**src/rtl/swire_pkg.sv**
```systemverilog
package swire_pkg;

    typedef enum logic [1:0] {
        OP_WRITE = 2'd0,
        OP_READ  = 2'd1,
        OP_RESET = 2'd2
    } swire_op_e;

    typedef enum logic [2:0] {
        PS_IDLE     = 3'd0,
        PS_RST_LOW  = 3'd1,
        PS_RST_REC  = 3'd2,
        PS_SLOT_LOW = 3'd3,
        PS_SLOT_REC = 3'd4,
        PS_FINISH   = 3'd5
    } phy_state_e;

    // register byte offsets
    localparam int OFF_REV  = 'h00;
    localparam int OFF_TX   = 'h04;
    localparam int OFF_RX   = 'h08;
    localparam int OFF_CTRL = 'h0C;
    localparam int OFF_STAT = 'h10;

    // control bit positions
    localparam int CB_SINGLE = 7;
    localparam int CB_IE     = 6;
    localparam int CB_CLKEN  = 5;
    localparam int CB_GO     = 4;
    localparam int CB_PRES   = 3;
    localparam int CB_INIT   = 2;
    localparam int CB_DIR    = 1;
    localparam int CB_MODE   = 0;

    // status bit positions
    localparam int SB_TX  = 2;
    localparam int SB_RX  = 1;
    localparam int SB_RST = 0;

endpackage

```
**src/rtl/swire_phy.sv**
```systemverilog
module swire_phy
    import swire_pkg::*;
#(
    parameter int SLOT_LEN  = 40,
    parameter int LOW_ONE   = 4,
    parameter int LOW_ZERO  = 30,
    parameter int RD_LOW    = 3,
    parameter int RD_SAMPLE = 10,
    parameter int RST_LOW   = 80,
    parameter int RST_REC   = 80,
    parameter int PRES_AT   = 30,
    parameter int BRK_LOW   = 50,
    parameter int BRK_REC   = 20
) (
    input  logic       clk,
    input  logic       rst_n,
    input  logic       start,
    input  swire_op_e  start_op,
    input  logic       start_mode_1w,
    input  logic       start_single,
    input  logic [7:0] start_tx,
    input  logic       bus_in,
    output logic       bus_drive_low,
    output logic       done,
    output swire_op_e  done_op,
    output logic [7:0] rx_byte,
    output logic       presence
);

    localparam int M1   = (RST_LOW > RST_REC) ? RST_LOW : RST_REC;
    localparam int M2   = (BRK_LOW > BRK_REC) ? BRK_LOW : BRK_REC;
    localparam int M3   = (M1 > M2) ? M1 : M2;
    localparam int MAXT = (M3 > SLOT_LEN) ? M3 : SLOT_LEN;
    localparam int CW   = $clog2(MAXT + 1);

    phy_state_e state, nxt;
    logic [CW-1:0] cnt;
    logic [2:0]    bidx;
    logic [7:0]    tx_q, sh_q;
    swire_op_e     op_q;
    logic          mode_q, single_q, pres_q;

    logic [CW-1:0] low_len, rst_low_len, rst_rec_len;
    logic          last_bit;

    always_comb begin
        if (op_q == OP_READ)   low_len = CW'(RD_LOW);
        else if (tx_q[bidx])   low_len = CW'(LOW_ONE);
        else                   low_len = CW'(LOW_ZERO);
        rst_low_len = mode_q ? CW'(RST_LOW) : CW'(BRK_LOW);
        rst_rec_len = mode_q ? CW'(RST_REC) : CW'(BRK_REC);
        last_bit    = single_q || (bidx == 3'd7);
    end

    // state register
    always_ff @(posedge clk or negedge rst_n) begin
        if (!rst_n) state <= PS_IDLE;
        else        state <= nxt;
    end

    // next state
    always_comb begin
        nxt = state;
        unique case (state)
            PS_IDLE:     if (start) nxt = (start_op == OP_RESET) ? PS_RST_LOW : PS_SLOT_LOW;
            PS_RST_LOW:  if (cnt == rst_low_len - 1'b1) nxt = PS_RST_REC;
            PS_RST_REC:  if (cnt == rst_rec_len - 1'b1) nxt = PS_FINISH;
            PS_SLOT_LOW: if (cnt == low_len - 1'b1) nxt = PS_SLOT_REC;
            PS_SLOT_REC: if (cnt == CW'(SLOT_LEN - 1)) nxt = last_bit ? PS_FINISH : PS_SLOT_LOW;
            PS_FINISH:   nxt = PS_IDLE;
            default:     nxt = PS_IDLE;
        endcase
    end

    // datapath
    always_ff @(posedge clk or negedge rst_n) begin
        if (!rst_n) begin
            cnt      <= '0;
            bidx     <= '0;
            tx_q     <= '0;
            sh_q     <= '0;
            op_q     <= OP_WRITE;
            mode_q   <= 1'b0;
            single_q <= 1'b0;
            pres_q   <= 1'b0;
        end else begin
            unique case (state)
                PS_IDLE: if (start) begin
                    cnt      <= '0;
                    bidx     <= '0;
                    sh_q     <= '0;
                    pres_q   <= 1'b0;
                    tx_q     <= start_tx;
                    op_q     <= start_op;
                    mode_q   <= start_mode_1w;
                    single_q <= start_single;
                end
                PS_RST_LOW: cnt <= (cnt == rst_low_len - 1'b1) ? '0 : cnt + 1'b1;
                PS_RST_REC: begin
                    cnt <= cnt + 1'b1;
                    if (mode_q && cnt == CW'(PRES_AT)) pres_q <= ~bus_in;
                end
                PS_SLOT_LOW: cnt <= cnt + 1'b1;
                PS_SLOT_REC: begin
                    if (op_q == OP_READ && cnt == CW'(RD_SAMPLE)) sh_q <= {bus_in, sh_q[7:1]};
                    if (cnt == CW'(SLOT_LEN - 1)) begin
                        cnt  <= '0;
                        bidx <= bidx + 1'b1;
                    end else begin
                        cnt <= cnt + 1'b1;
                    end
                end
                PS_FINISH: cnt <= '0;
                default:   cnt <= '0;
            endcase
        end
    end

    // outputs
    always_comb begin
        bus_drive_low = (state == PS_RST_LOW) || (state == PS_SLOT_LOW);
        done          = (state == PS_FINISH);
        done_op       = op_q;
        rx_byte       = single_q ? {7'b0, sh_q[7]} : sh_q;
        presence      = pres_q;
    end

    // a start is only presented while the engine is idle
    a_r11_start_when_idle: assert property (@(posedge clk) disable iff (!rst_n)
        start |-> state == PS_IDLE);

    // completion is reported for a single cycle
    a_r3_done_single_cycle: assert property (@(posedge clk) disable iff (!rst_n)
        done |=> !done);

endmodule

```
**src/rtl/swire_regs.sv**
```systemverilog
module swire_regs
    import swire_pkg::*;
#(
    parameter int ADDR_W    = 5,
    parameter int REV_MAJOR = 2,
    parameter int REV_MINOR = 1
) (
    input  logic              clk,
    input  logic              rst_n,
    input  logic              reg_wr,
    input  logic              reg_rd,
    input  logic [ADDR_W-1:0] reg_addr,
    input  logic [31:0]       reg_wdata,
    output logic [31:0]       reg_rdata,
    output logic              irq,
    output logic              start,
    output swire_op_e         start_op,
    output logic              start_mode_1w,
    output logic              start_single,
    output logic [7:0]        start_tx,
    input  logic              phy_done,
    input  swire_op_e         phy_done_op,
    input  logic [7:0]        phy_rx,
    input  logic              phy_presence
);

    localparam logic [7:0] REV_VAL = {4'(REV_MAJOR), 4'(REV_MINOR)};

    logic       single_q, ie_q, clken_q, go_q, pres_q, init_q, dir_q, mode_q;
    logic [7:0] tx_q, rx_q;
    logic [2:0] stat_q, stat_set;
    logic       ctrl_wr, tx_wr, stat_rd;
    logic       unused_bits;

    assign unused_bits = ^{reg_wdata[31:8], reg_wdata[CB_PRES]};

    assign ctrl_wr = reg_wr && (reg_addr == ADDR_W'(OFF_CTRL));
    assign tx_wr   = reg_wr && (reg_addr == ADDR_W'(OFF_TX));
    assign stat_rd = reg_rd && (reg_addr == ADDR_W'(OFF_STAT));

    always_comb begin
        start         = ctrl_wr && !go_q && reg_wdata[CB_GO] && reg_wdata[CB_CLKEN];
        start_op      = reg_wdata[CB_INIT] ? OP_RESET : (reg_wdata[CB_DIR] ? OP_READ : OP_WRITE);
        start_mode_1w = reg_wdata[CB_MODE];
        start_single  = reg_wdata[CB_SINGLE];
        start_tx      = tx_q;
        stat_set      = '0;
        if (phy_done) begin
            unique case (phy_done_op)
                OP_WRITE: stat_set[SB_TX]  = 1'b1;
                OP_READ:  stat_set[SB_RX]  = 1'b1;
                OP_RESET: stat_set[SB_RST] = 1'b1;
                default:  stat_set         = '0;
            endcase
        end
    end

    always_ff @(posedge clk or negedge rst_n) begin
        if (!rst_n) begin
            {single_q, ie_q, clken_q, go_q, pres_q, init_q, dir_q, mode_q} <= '0;
            tx_q   <= '0;
            rx_q   <= '0;
            stat_q <= '0;
        end else begin
            if (tx_wr) tx_q <= reg_wdata[7:0];
            if (ctrl_wr) begin
                ie_q <= reg_wdata[CB_IE];
                if (!go_q) begin
                    single_q <= reg_wdata[CB_SINGLE];
                    clken_q  <= reg_wdata[CB_CLKEN];
                    init_q   <= reg_wdata[CB_INIT];
                    dir_q    <= reg_wdata[CB_DIR];
                    mode_q   <= reg_wdata[CB_MODE];
                    go_q     <= reg_wdata[CB_GO] && reg_wdata[CB_CLKEN];
                end
            end
            if (phy_done) begin
                go_q <= 1'b0;
                if (phy_done_op == OP_RESET) begin
                    init_q <= 1'b0;
                    pres_q <= phy_presence;
                end
                if (phy_done_op == OP_READ) rx_q <= phy_rx;
            end
            stat_q <= (stat_rd ? 3'b000 : stat_q) | stat_set;
        end
    end

    always_comb begin
        irq = ie_q && (stat_q != 3'b000);
        reg_rdata = '0;
        if (reg_addr == ADDR_W'(OFF_REV))       reg_rdata[7:0] = REV_VAL;
        else if (reg_addr == ADDR_W'(OFF_TX))   reg_rdata[7:0] = tx_q;
        else if (reg_addr == ADDR_W'(OFF_RX))   reg_rdata[7:0] = rx_q;
        else if (reg_addr == ADDR_W'(OFF_CTRL))
            reg_rdata[7:0] = {single_q, ie_q, clken_q, go_q, pres_q, init_q, dir_q, mode_q};
        else if (reg_addr == ADDR_W'(OFF_STAT)) reg_rdata[2:0] = stat_q;
    end

    // completion from the engine always drops the start bit
    a_r4_go_clears: assert property (@(posedge clk) disable iff (!rst_n)
        phy_done |=> !go_q);

    // a status read with no new completion leaves nothing latched
    a_r9_read_clears: assert property (@(posedge clk) disable iff (!rst_n)
        (stat_rd && !phy_done) |=> (stat_q == 3'b000));

    // presence only appears at the end of a line reset
    a_r6_presence_from_reset: assert property (@(posedge clk) disable iff (!rst_n)
        $rose(pres_q) |-> $past(phy_done && phy_done_op == OP_RESET));

endmodule

```
**src/rtl/swire_master.sv**
```systemverilog
module swire_master
    import swire_pkg::*;
#(
    parameter int ADDR_W    = 5,
    parameter int REV_MAJOR = 2,
    parameter int REV_MINOR = 1,
    parameter int SLOT_LEN  = 40,
    parameter int LOW_ONE   = 4,
    parameter int LOW_ZERO  = 30,
    parameter int RD_LOW    = 3,
    parameter int RD_SAMPLE = 10,
    parameter int RST_LOW   = 80,
    parameter int RST_REC   = 80,
    parameter int PRES_AT   = 30,
    parameter int BRK_LOW   = 50,
    parameter int BRK_REC   = 20
) (
    input  logic              clk,
    input  logic              rst_n,
    input  logic              reg_wr,
    input  logic              reg_rd,
    input  logic [ADDR_W-1:0] reg_addr,
    input  logic [31:0]       reg_wdata,
    output logic [31:0]       reg_rdata,
    output logic              irq,
    output logic              bus_drive_low,
    input  logic              bus_in
);

    logic       start, start_mode_1w, start_single, phy_done, phy_presence;
    swire_op_e  start_op, phy_done_op;
    logic [7:0] start_tx, phy_rx;

    swire_regs #(
        .ADDR_W(ADDR_W), .REV_MAJOR(REV_MAJOR), .REV_MINOR(REV_MINOR)
    ) u_regs (
        .clk(clk), .rst_n(rst_n),
        .reg_wr(reg_wr), .reg_rd(reg_rd), .reg_addr(reg_addr),
        .reg_wdata(reg_wdata), .reg_rdata(reg_rdata), .irq(irq),
        .start(start), .start_op(start_op), .start_mode_1w(start_mode_1w),
        .start_single(start_single), .start_tx(start_tx),
        .phy_done(phy_done), .phy_done_op(phy_done_op),
        .phy_rx(phy_rx), .phy_presence(phy_presence)
    );

    swire_phy #(
        .SLOT_LEN(SLOT_LEN), .LOW_ONE(LOW_ONE), .LOW_ZERO(LOW_ZERO),
        .RD_LOW(RD_LOW), .RD_SAMPLE(RD_SAMPLE), .RST_LOW(RST_LOW),
        .RST_REC(RST_REC), .PRES_AT(PRES_AT), .BRK_LOW(BRK_LOW), .BRK_REC(BRK_REC)
    ) u_phy (
        .clk(clk), .rst_n(rst_n),
        .start(start), .start_op(start_op), .start_mode_1w(start_mode_1w),
        .start_single(start_single), .start_tx(start_tx),
        .bus_in(bus_in), .bus_drive_low(bus_drive_low),
        .done(phy_done), .done_op(phy_done_op),
        .rx_byte(phy_rx), .presence(phy_presence)
    );

endmodule

```
**config.mk**
```make
export PLATFORM = sky130hd
export DESIGN_NAME = swire_master
export DESIGN_NICKNAME = d
export VERILOG_FILES = /design/src/rtl/swire_pkg.sv /design/src/rtl/swire_phy.sv /design/src/rtl/swire_regs.sv /design/src/rtl/swire_master.sv
export SDC_FILE = /design/constraint.sdc
export NUM_CORES = 1
export LEC_CHECK = 0
export ABC_AREA = 1
export BUFFER_PORTS_ARGS = -buffer_cell sky130_fd_sc_hd__buf_2
export CAP_MARGIN = 20
export CORE_MARGIN = 2
export CORE_UTILIZATION = 61
export CTS_BUF_LIST = sky130_fd_sc_hd__clkbuf_8
export DETAILED_ROUTE_END_ITERATION = 8
export PLACE_DENSITY = 0.87
export SKIP_LAST_GASP = 1
export SLEW_MARGIN = 30
export SYNTH_ARGS = -nofsm -noshare
export SYNTH_HDL_FRONTEND = slang
export SYNTH_SLANG_ARGS = --single-unit
```
**constraint.sdc**
```tcl
create_clock -name clk -period 4.38 [get_ports clk]
set_clock_uncertainty 0.05 [all_clocks]
set_input_delay 0.657 -clock clk [delete_from_list [all_inputs] [get_ports clk]]
set_output_delay 0.657 -clock clk [all_outputs]
set_load 0.01 [all_outputs]
```
* Yosys cells after proc, flatten, opt, wreduce, memory -nomap -nowiden *
Cells that the tools add are included.

word-level totals
  register bits = 61
  bits of input ports = 42
  output and inout bits = 34
  logic and storage cells = 132

operators by class
  $add $sub $neg = 5
  $lt $le $gt $ge = 1
  equality and inequality tests = 26
  mux-type cells = 48
  bitwise operators = 3
  reductions and logical operators = 29

operators with widths
  operator                                                                 count
  8-bit 2-to-1 mux                                                         6
  3-bit 2-to-1 mux                                                         12
  7-bit 2-to-1 mux                                                         5
  7-bit one-hot mux with 4 select lines                                    1
  7-bit equality test                                                      3
  7-bit by 1-bit subtractor with 7-bit output, second input constant       3
  8-bit one-hot mux with 2 select lines                                    1
  5-bit 2-to-1 mux                                                         3
  3-bit one-hot mux with 5 select lines                                    1
  1-bit 2-to-1 mux                                                         14
  2-bit by 1-bit inequality test with 1-bit output, second input constant  6
  5-bit by 4-bit equality test with 1-bit output, second input constant    2
  1-bit logical AND                                                        10
  3-bit equality test, second input constant                               3
  3-bit AND reduction                                                      3
  2-bit AND reduction                                                      4
  7-bit by 1-bit adder with 7-bit output, second input constant            1
  7-bit by 4-bit equality test with 1-bit output, second input constant    1
  7-bit by 5-bit equality test with 1-bit output, second input constant    1
  7-bit by 6-bit equality test with 1-bit output, second input constant    1
  3-bit by 2-bit equality test with 1-bit output, second input constant    2
  3-bit one-hot mux with 2 select lines                                    1
  2-bit nonzero test                                                       3
  5-bit by 3-bit equality test with 1-bit output, second input constant    1
  20 further kinds                                                         24

* Depth between registers and ports, before layout *
Gate-level depths: netlist of the first run.

  word-level depth = 8
  depth in mapped cells = 12

* Cells and area by module *
Synthesis of the first run repeated with hierarchy kept, for this count alone.

unflattened totals
  cells, all modules = 434
  area total of the unflattened synthesis = 3612.2 µm²

modules (own cells, without submodules)
  module      instances  cells each  area each (µm²)
  swire_phy   1          239         1973.1
  swire_regs  1          195         1639.1

* Worst setup path before layout of the first run *
No wires, ideal clock.

  kind = input -> output
  from = input reg_addr[1]
  to = output reg_rdata[1]
  data arrival time = 1.484 ns
  data required time = 3.673 ns
  setup slack = 2.189 ns
  cell stages on the path = 5
  buffers on the path = 0
  cells stage by stage = nor3_1 nand3_1 o21ai_0 nor2_1 a21oi_1

between the ends
  word-level cells in the longest chain between the ends = 6

ends and longest elaborated chain
  element               RTL line            text
  start: declaration    swire_master.sv:22  input logic [ADDR_W-1:0] reg_addr,
  5-bit equality test   swire_regs.sv:97    else if (reg_addr == ADDR_W'(OFF_STAT)) reg_rdata[2:0] = stat_q;
  3-bit 2-to-1 mux      swire_regs.sv:97
  3-bit 2-to-1 mux      swire_regs.sv:95    else if (reg_addr == ADDR_W'(OFF_CTRL))
  8-bit 2-to-1 mux      swire_regs.sv:94    else if (reg_addr == ADDR_W'(OFF_RX)) reg_rdata[7:0] = rx_q;
  8-bit 2-to-1 mux      swire_regs.sv:93    else if (reg_addr == ADDR_W'(OFF_TX)) reg_rdata[7:0] = tx_q;
  8-bit 2-to-1 mux (*)  swire_regs.sv:92    if (reg_addr == ADDR_W'(OFF_REV)) reg_rdata[7:0] = REV_VAL;
  end: declaration      swire_master.sv:24  output logic [31:0] reg_rdata,

Mark *: on every way between the ends. The rest lies on a longest branch, timed or not.

* Worst setup path in the final report of the first run *
  from = input reg_addr[4]
  to = register u_phy.sh_q[2]

between the ends
  word-level cells in the longest chain between the ends = 7

ends and longest elaborated chain
  element                                         RTL line          text
  5-bit by 4-bit equality test with 1-bit output  swire_regs.sv:37  assign ctrl_wr = reg_wr && (reg_addr == ADDR_W'(OFF_CTRL));
  1-bit logical AND                               swire_regs.sv:37
  1-bit logical AND (3 in series)                 swire_regs.sv:42  start = ctrl_wr && !go_q && reg_wdata[CB_GO] && reg_wdata[CB_CLKEN];
  2-bit inequality test (no line)                 -
  3-bit AND reduction (no line)                   -
  end signal: assignment                          swire_phy.sv:105  if (op_q == OP_READ && cnt == CW'(RD_SAMPLE)) sh_q <= {bus_in, sh_q[7:1]};
  end: declaration                                swire_phy.sv:39   logic [7:0] tx_q, sh_q;

No other way between the ends.
A chain may end at the register's enable or synchronous reset.

==> out/results.txt, run 1 <==
Global-route wire length before repair - 12,900 um
Design Area, Final - 0.00374 mm^2
VDD IR max - 0.000246 V
Crit path kind - input port to flop
ANT cells - 0
Fmax - 373 MHz
Met3 WL - 478 um
Crit path DAT - 2.81 ns
Worst r2r dst - u_phy.sh_q[2]
Synth Cell Area - 0.00345 mm^2
Die Y - 79.2 um
Core region area - 0.00547 mm^2
Crit end category - flop
Iteration count of the initial detailed-routing pass - 5
DR WL met2 - 3780 um
Root Driver - clkbuf_8
WL met1 - 3120 um
Post-synth EDFFs - 0
Reg clk slew, reported paths - 0.07 ns
Share of cells above drive strength 1 - 0.162
Synth unique cells - 42
Routed Antenna Nets - 0
TritonCTS clock tree - built
Clock Path Buffers - 2
Final WL - 7590 um
Vias per std cell - 5.46
DP HPWL - 5470 um
CTS Sinks - 61
Final min period - 2.68 ns
Post-route DRC violation count - 0
Static Leak - 1.84 nW
#FFs+latches synth - 61
I/O pins - 76
Initial Util - 0.630
Avg Cell Area, Syn - 8.04 um^2
GPL Wtd Cong - 0.858
Synth-to-Final Area Change - 8.49%
Share of the synthesized area in the top cell type - 0.443
Largest net degree at the start of global routing - 43
Critical Path RT - 4.51 ns
Pins Over Slew Limit - 0
Largest cells by area after synthesis - dfrtp_1 44%, nand2_1 8.8%, inv_1 7.0%, o21ai_0 6.0%, buf_4 5.2%
PnR worst setup slack - 1.70 ns
Ys Warns - 0
Maxcap violations - 0
Final period utilization - 0.612
Port Buf Inserts - 27
Reg2Reg Depth - 6
RSZ-0062 raised after global routing - false
Initial antenna violation count - 0
Sequential fraction of the synthesis area - 0.443
Tightest Pin Transition - 0.838 ns
Post-route core utilization - 0.684
Setup Viol. Count Final - 0
Vias in the first global route - 2,837
WL/cell - 14.2 um
DR vias - 2,928
Post-Place Cell Area - 0.00352 mm^2
Post_cts resized - 0
Site Rows - 27
Total GRT Usage - 0.266
Hold crit path type - input port to async pin
Multi-input logic area - 0.00149 mm^2
Number of setup buffers added after CTS - 0
Post-synth ARST share - 1.00
Peak fanout along the critical path - 21
CP Launch Type - input port
Clk_lat worst skew - 0.33 ns
Final TNS setup - 0 ns
Pwr Density - 462 mW/mm^2
Die Width - 79.2 um
Setup Slack @ Placement - 1.42 ns
Global route overflow - 0
Worst slew margin - 0.439
Yosys top cell by area - dfrtp_1
Highest routed layer - met4
CTS buffer count - 9
Die Area - 0.00627 mm^2
Fin nets - 505
Seq. cell area - 0.00153 mm^2
Mapped Cells - 429
Top FF cell, synth - dfrtp_1
Final hold viol count - 0
CTS HTree Levels - 3
Outcome - complete, no violations
FF-to-FF setup slack - 2.02 ns
CTS Hold Bufs - 0
FILL cells - 441
1st-iter DRT viols - 269
Reg2reg start - u_phy.state[1]
## placed cells by master (no fill, tap or decap), types with 4 or more instances in the layout
cell type,count
dfrtp_1,61
inv_2,7
nor2_2,4
o221ai_1,4
nand3_1,33
nand4_1,4
o21ai_0,41
buf_2,26
nor3_1,4
clkbuf_8,9
nand3_2,4
inv_1,65
nor2_1,29
ha_1,4
nand2_1,81
o21ai_1,5
o22ai_1,9
a21oi_1,12
conb_1,24
## layout make-up
class,count,area share
flip-flops and latches,61,0.408
clock buffers,9,0.0331
well taps,72,0.0241
inverters,72,0.0722
repair buffers,28,0.0388
multi-input cells,287,0.399
clock inverters,7,0.0244
## power by group
group	switching (mW)	internal, mW
Clock	0.227	0.318
Combinational	0.326	0.160
Sequential	0.0591	0.639
Total	0.612	1.12
## registers in the layout (all words and copies together), names as in the netlist, 2 cells and up
signal and flops:
u_phy.sh_q 8, u_phy.cnt 7, u_regs.start_tx 8, u_phy.tx_q 8
u_phy.state 3, u_regs.rx_q 8, u_phy.done_op 2, u_regs.stat_q 3
u_phy.bidx 3
## through the flow
stage | std cells | power (mW) | hold slack (ns)
6_report | 536 | 1.73 | 0.263
5_1_grt | 536 | 1.83 | 0.309
4_1_cts | 536 | 1.73 | 0.439
3_5_place_dp | 520 | 1.18 | 0.421
3_3_place_gp | 520 | 1.17 | 0.415
2_1_floorplan | 452 | 1.09 | 0.311
## logic make-up after synthesis
| family | after synthesis | share of synthesized area |
|---|---|---|
| simple gates | 175 | 0.243 |
| buf+inv | 104 | 0.149 |
| compound gates | 83 | 0.147 |
| flops | 61 | 0.443 |
| fa+ha+maj | 4 | 0.0145 |
| other cells | 1 | 0.00109 |
| xor+xnor | 1 | 0.00254 |
## critical path: stages
cell	delay, ns
buf_2	0.12
nor2_2	0.17
nand3_4	0.17
nor3_2	0.59
nand3_2	0.55
o41ai_4	0.33
o21ai_0	0.21
## cell usage after synthesis, types with 3 or more instances
cell / n
inv_1: 64
a21oi_1: 12
o22ai_1: 9
o21ai_2: 3
buf_6: 4
o21ai_1: 5
o21ai_0: 41
nand2_2: 3
dfrtp_1: 61
buf_4: 24
o221ai_1: 4
nand2_1: 81
nor2_2: 4
o211ai_1: 3
ha_1: 4
nand3_1: 33
nor2_1: 29
nand4_1: 4
inv_2: 7
nor3_1: 4
nand3_2: 4
buf_2: 3
## how the worst max path moves through the flow
stage                start            end  slack (ns)
2_1_floorplan  reg_addr[1]   reg_rdata[1]        2.19
3_3_place_gp   reg_addr[4]  u_phy.sh_q[2]        1.49
3_5_place_dp   reg_addr[4]  u_phy.sh_q[2]        1.42
4_1_cts        reg_addr[4]  u_phy.sh_q[2]        1.74
5_1_grt        reg_addr[2]  u_phy.sh_q[2]        1.41
6_report       reg_addr[4]  u_phy.sh_q[2]        1.70
## routing by layer
| layer | vias to the layer above | track usage |
|---|---|---|
| met5 | - | 0 |
| met4 | 0 | 0.126 |
| met3 | 18 | 0.0386 |
| met2 | 121 | 0.456 |
| met1 | 1380 | 0.333 |
| li1 | 1409 | - |
(Power assumes the default switching activity.)
==> inputs of run 2 (changes only) <==
--- a/config.mk
+++ b/config.mk
@@ -9,10 +9,10 @@
 export BUFFER_PORTS_ARGS = -buffer_cell sky130_fd_sc_hd__buf_2
 export CAP_MARGIN = 20
 export CORE_MARGIN = 2
-export CORE_UTILIZATION = 61
+export CORE_UTILIZATION = 56
 export CTS_BUF_LIST = sky130_fd_sc_hd__clkbuf_8
 export DETAILED_ROUTE_END_ITERATION = 8
-export PLACE_DENSITY = 0.87
+export PLACE_DENSITY = 0.81
 export SKIP_LAST_GASP = 1
 export SLEW_MARGIN = 30
 export SYNTH_ARGS = -nofsm -noshare
==> constraint.sdc (replaced) <==
create_clock -name clk -period 2.65 [get_ports clk]
set_clock_uncertainty 0.05 [all_clocks]
set_input_delay 0.3975 -clock clk [delete_from_list [all_inputs] [get_ports clk]]
set_output_delay 0.3975 -clock clk [all_outputs]
set_load 0.01 [all_outputs]
==> out/results.txt, run 2 (same netlist as run 1, synthesis figures left out) <==
TritonCTS clock tree - built
Logic pwr share - 0.281
Post-route DRC violation count - 0
Hold crit path type - input port to async pin
Critical Path RT - 2.81 ns
CP Launch Type - flop
CTS Sinks - 61
Switching part of the total power - 0.345
Flop pwr share - 0.397
Static Leak - 1.88 nW
ANT cells - 0
Core region area - 0.00592 mm^2
Synth-to-Final Area Change - 10.1%
Reg clk slew, reported paths - 0.07 ns
Post-route insts no fill - 545
Crit path kind - flop to flop
VDD IR max - 0.000400 V
Crit end category - flop
Share of cells above drive strength 1 - 0.172
Fin nets - 511
Global-route wire length before repair - 12,700 um
Final min period - 2.02 ns
P_sw - 1.00 mW
Internal cell power - 1.90 mW
Clk_lat worst skew - 0.34 ns
Final TNS setup - 0 ns
Fmax - 494 MHz
Die Width - 82.5 um
Clock share of power - 0.322
GPL Wtd Cong - 0.946
Final WL - 7790 um
1st-iter DRT viols - 128
WL/cell - 14.3 um
Iteration count of the initial detailed-routing pass - 4
Placed cells - 529
Leading cell type in the layout, fill and taps excluded - nand2_1
Maxcap violations - 0
Initial Util - 0.582
CTS Hold Bufs - 0
Most frequent cells in the layout - 81 x nand2_1, 65 x inv_1, 61 x dfrtp_1
Worst slew margin - 0.570
Die Area - 0.00680 mm^2
Routed Antenna Nets - 0
Initial antenna violation count - 0
Die Y - 82.5 um
Final hold viol count - 0
Outcome - complete, no violations
Peak fanout along the critical path - 6
Port Buf Inserts - 27
Root Driver - clkbuf_8
Crit path DAT - 2.19 ns
Clock Path Buffers - 2
Largest net degree at the start of global routing - 30
Post-Place Cell Area - 0.00357 mm^2
PnR worst setup slack - 0.626 ns
CTS buffer count - 9
Setup Viol. Count Final - 0
DR vias - 2,932
Total GRT Usage - 0.251
Post_cts resized - 0
Pins Over Slew Limit - 0
Pwr Density - 765 mW/mm^2
Vias per std cell - 5.38
Design Area, Final - 0.00380 mm^2
Tightest Pin Transition - 0.645 ns
Setup Slack @ Placement - 0.626 ns
RSZ-0062 raised after global routing - false
Global route overflow - 0
Final period utilization - 0.764
CTS HTree Levels - 3
Vias in the first global route - 2,814
Site Rows - 28
DP HPWL - 5770 um
Number of setup buffers added after CTS - 0
I/O pins - 76
run 2: changes by cell type in the layout (fill, tap and decap cells not counted):
cell and change:
buf_4 +5, clkbuf_8 +2, clkinv_4 -2, buf_2 +1
run 2: per-layer routing:
metal,track usage,vias up,share of wire
met5,0,-,0
met4,0.118,0,0.017
met3,0.0467,17,0.054
met2,0.420,100,0.50
met1,0.312,1396,0.43
li1,-,1419,-
run 2: critical path, stage by stage, from the launching register on:
cell	delay (ns)
dfrtp_1	0.43
ha_1	0.27
nand2_1	0.10
nor4_1	0.39
or2_4	0.24
nand2_1	0.08
nor3_2	0.25
nor3_1	0.09
run 2: path summary, 6_finish.rpt:
path                               startpoint  cells after the start  slack, ns                  to
min in group clk                 reg_wdata[0]                      3       0.24       u_regs.mode_q
worst min-delay path                    rst_n                      1       0.04  u_regs.start_tx[0]
max in group asynchronous               rst_n                      2       1.79      u_regs.rx_q[1]
worst min register to register  u_phy.tx_q[7]                      2       0.44       u_phy.tx_q[7]
worst max-delay path             u_phy.cnt[1]                      7       0.63        u_phy.cnt[6]
worst max register to register   u_phy.cnt[1]                      7       0.63        u_phy.cnt[6]
run 2: area by class of cell:
type,count,area [um^2]
clock inverter,5,73.8
timing repair buffer,34,188
sequential,61,1530
clock buffer,11,151
fill,504,2120
multi-input combinational,287,1490
tap,75,93.8
inverter,72,270
run 2: per-stage QoR:
step	hold slack [ns]	util	total power, mW
after floorplan	0.0519	-	1.80
after global placement	0.403	0.603	1.94
after detailed placement	0.408	0.603	1.97
after CTS	0.0431	0.641	2.91
after global routing	0.0901	0.641	3.07
final	0.0373	0.641	2.90
run 2: power by group through the flow:
stage	sequential [mW]	combinational [mW]	clock (mW)
final	1.15	0.816	0.936
after global routing	1.16	0.923	0.984
after CTS	1.15	0.815	0.946
after detailed placement	1.16	0.806	0
after global placement	1.16	0.779	0
after floorplan	1.14	0.656	0
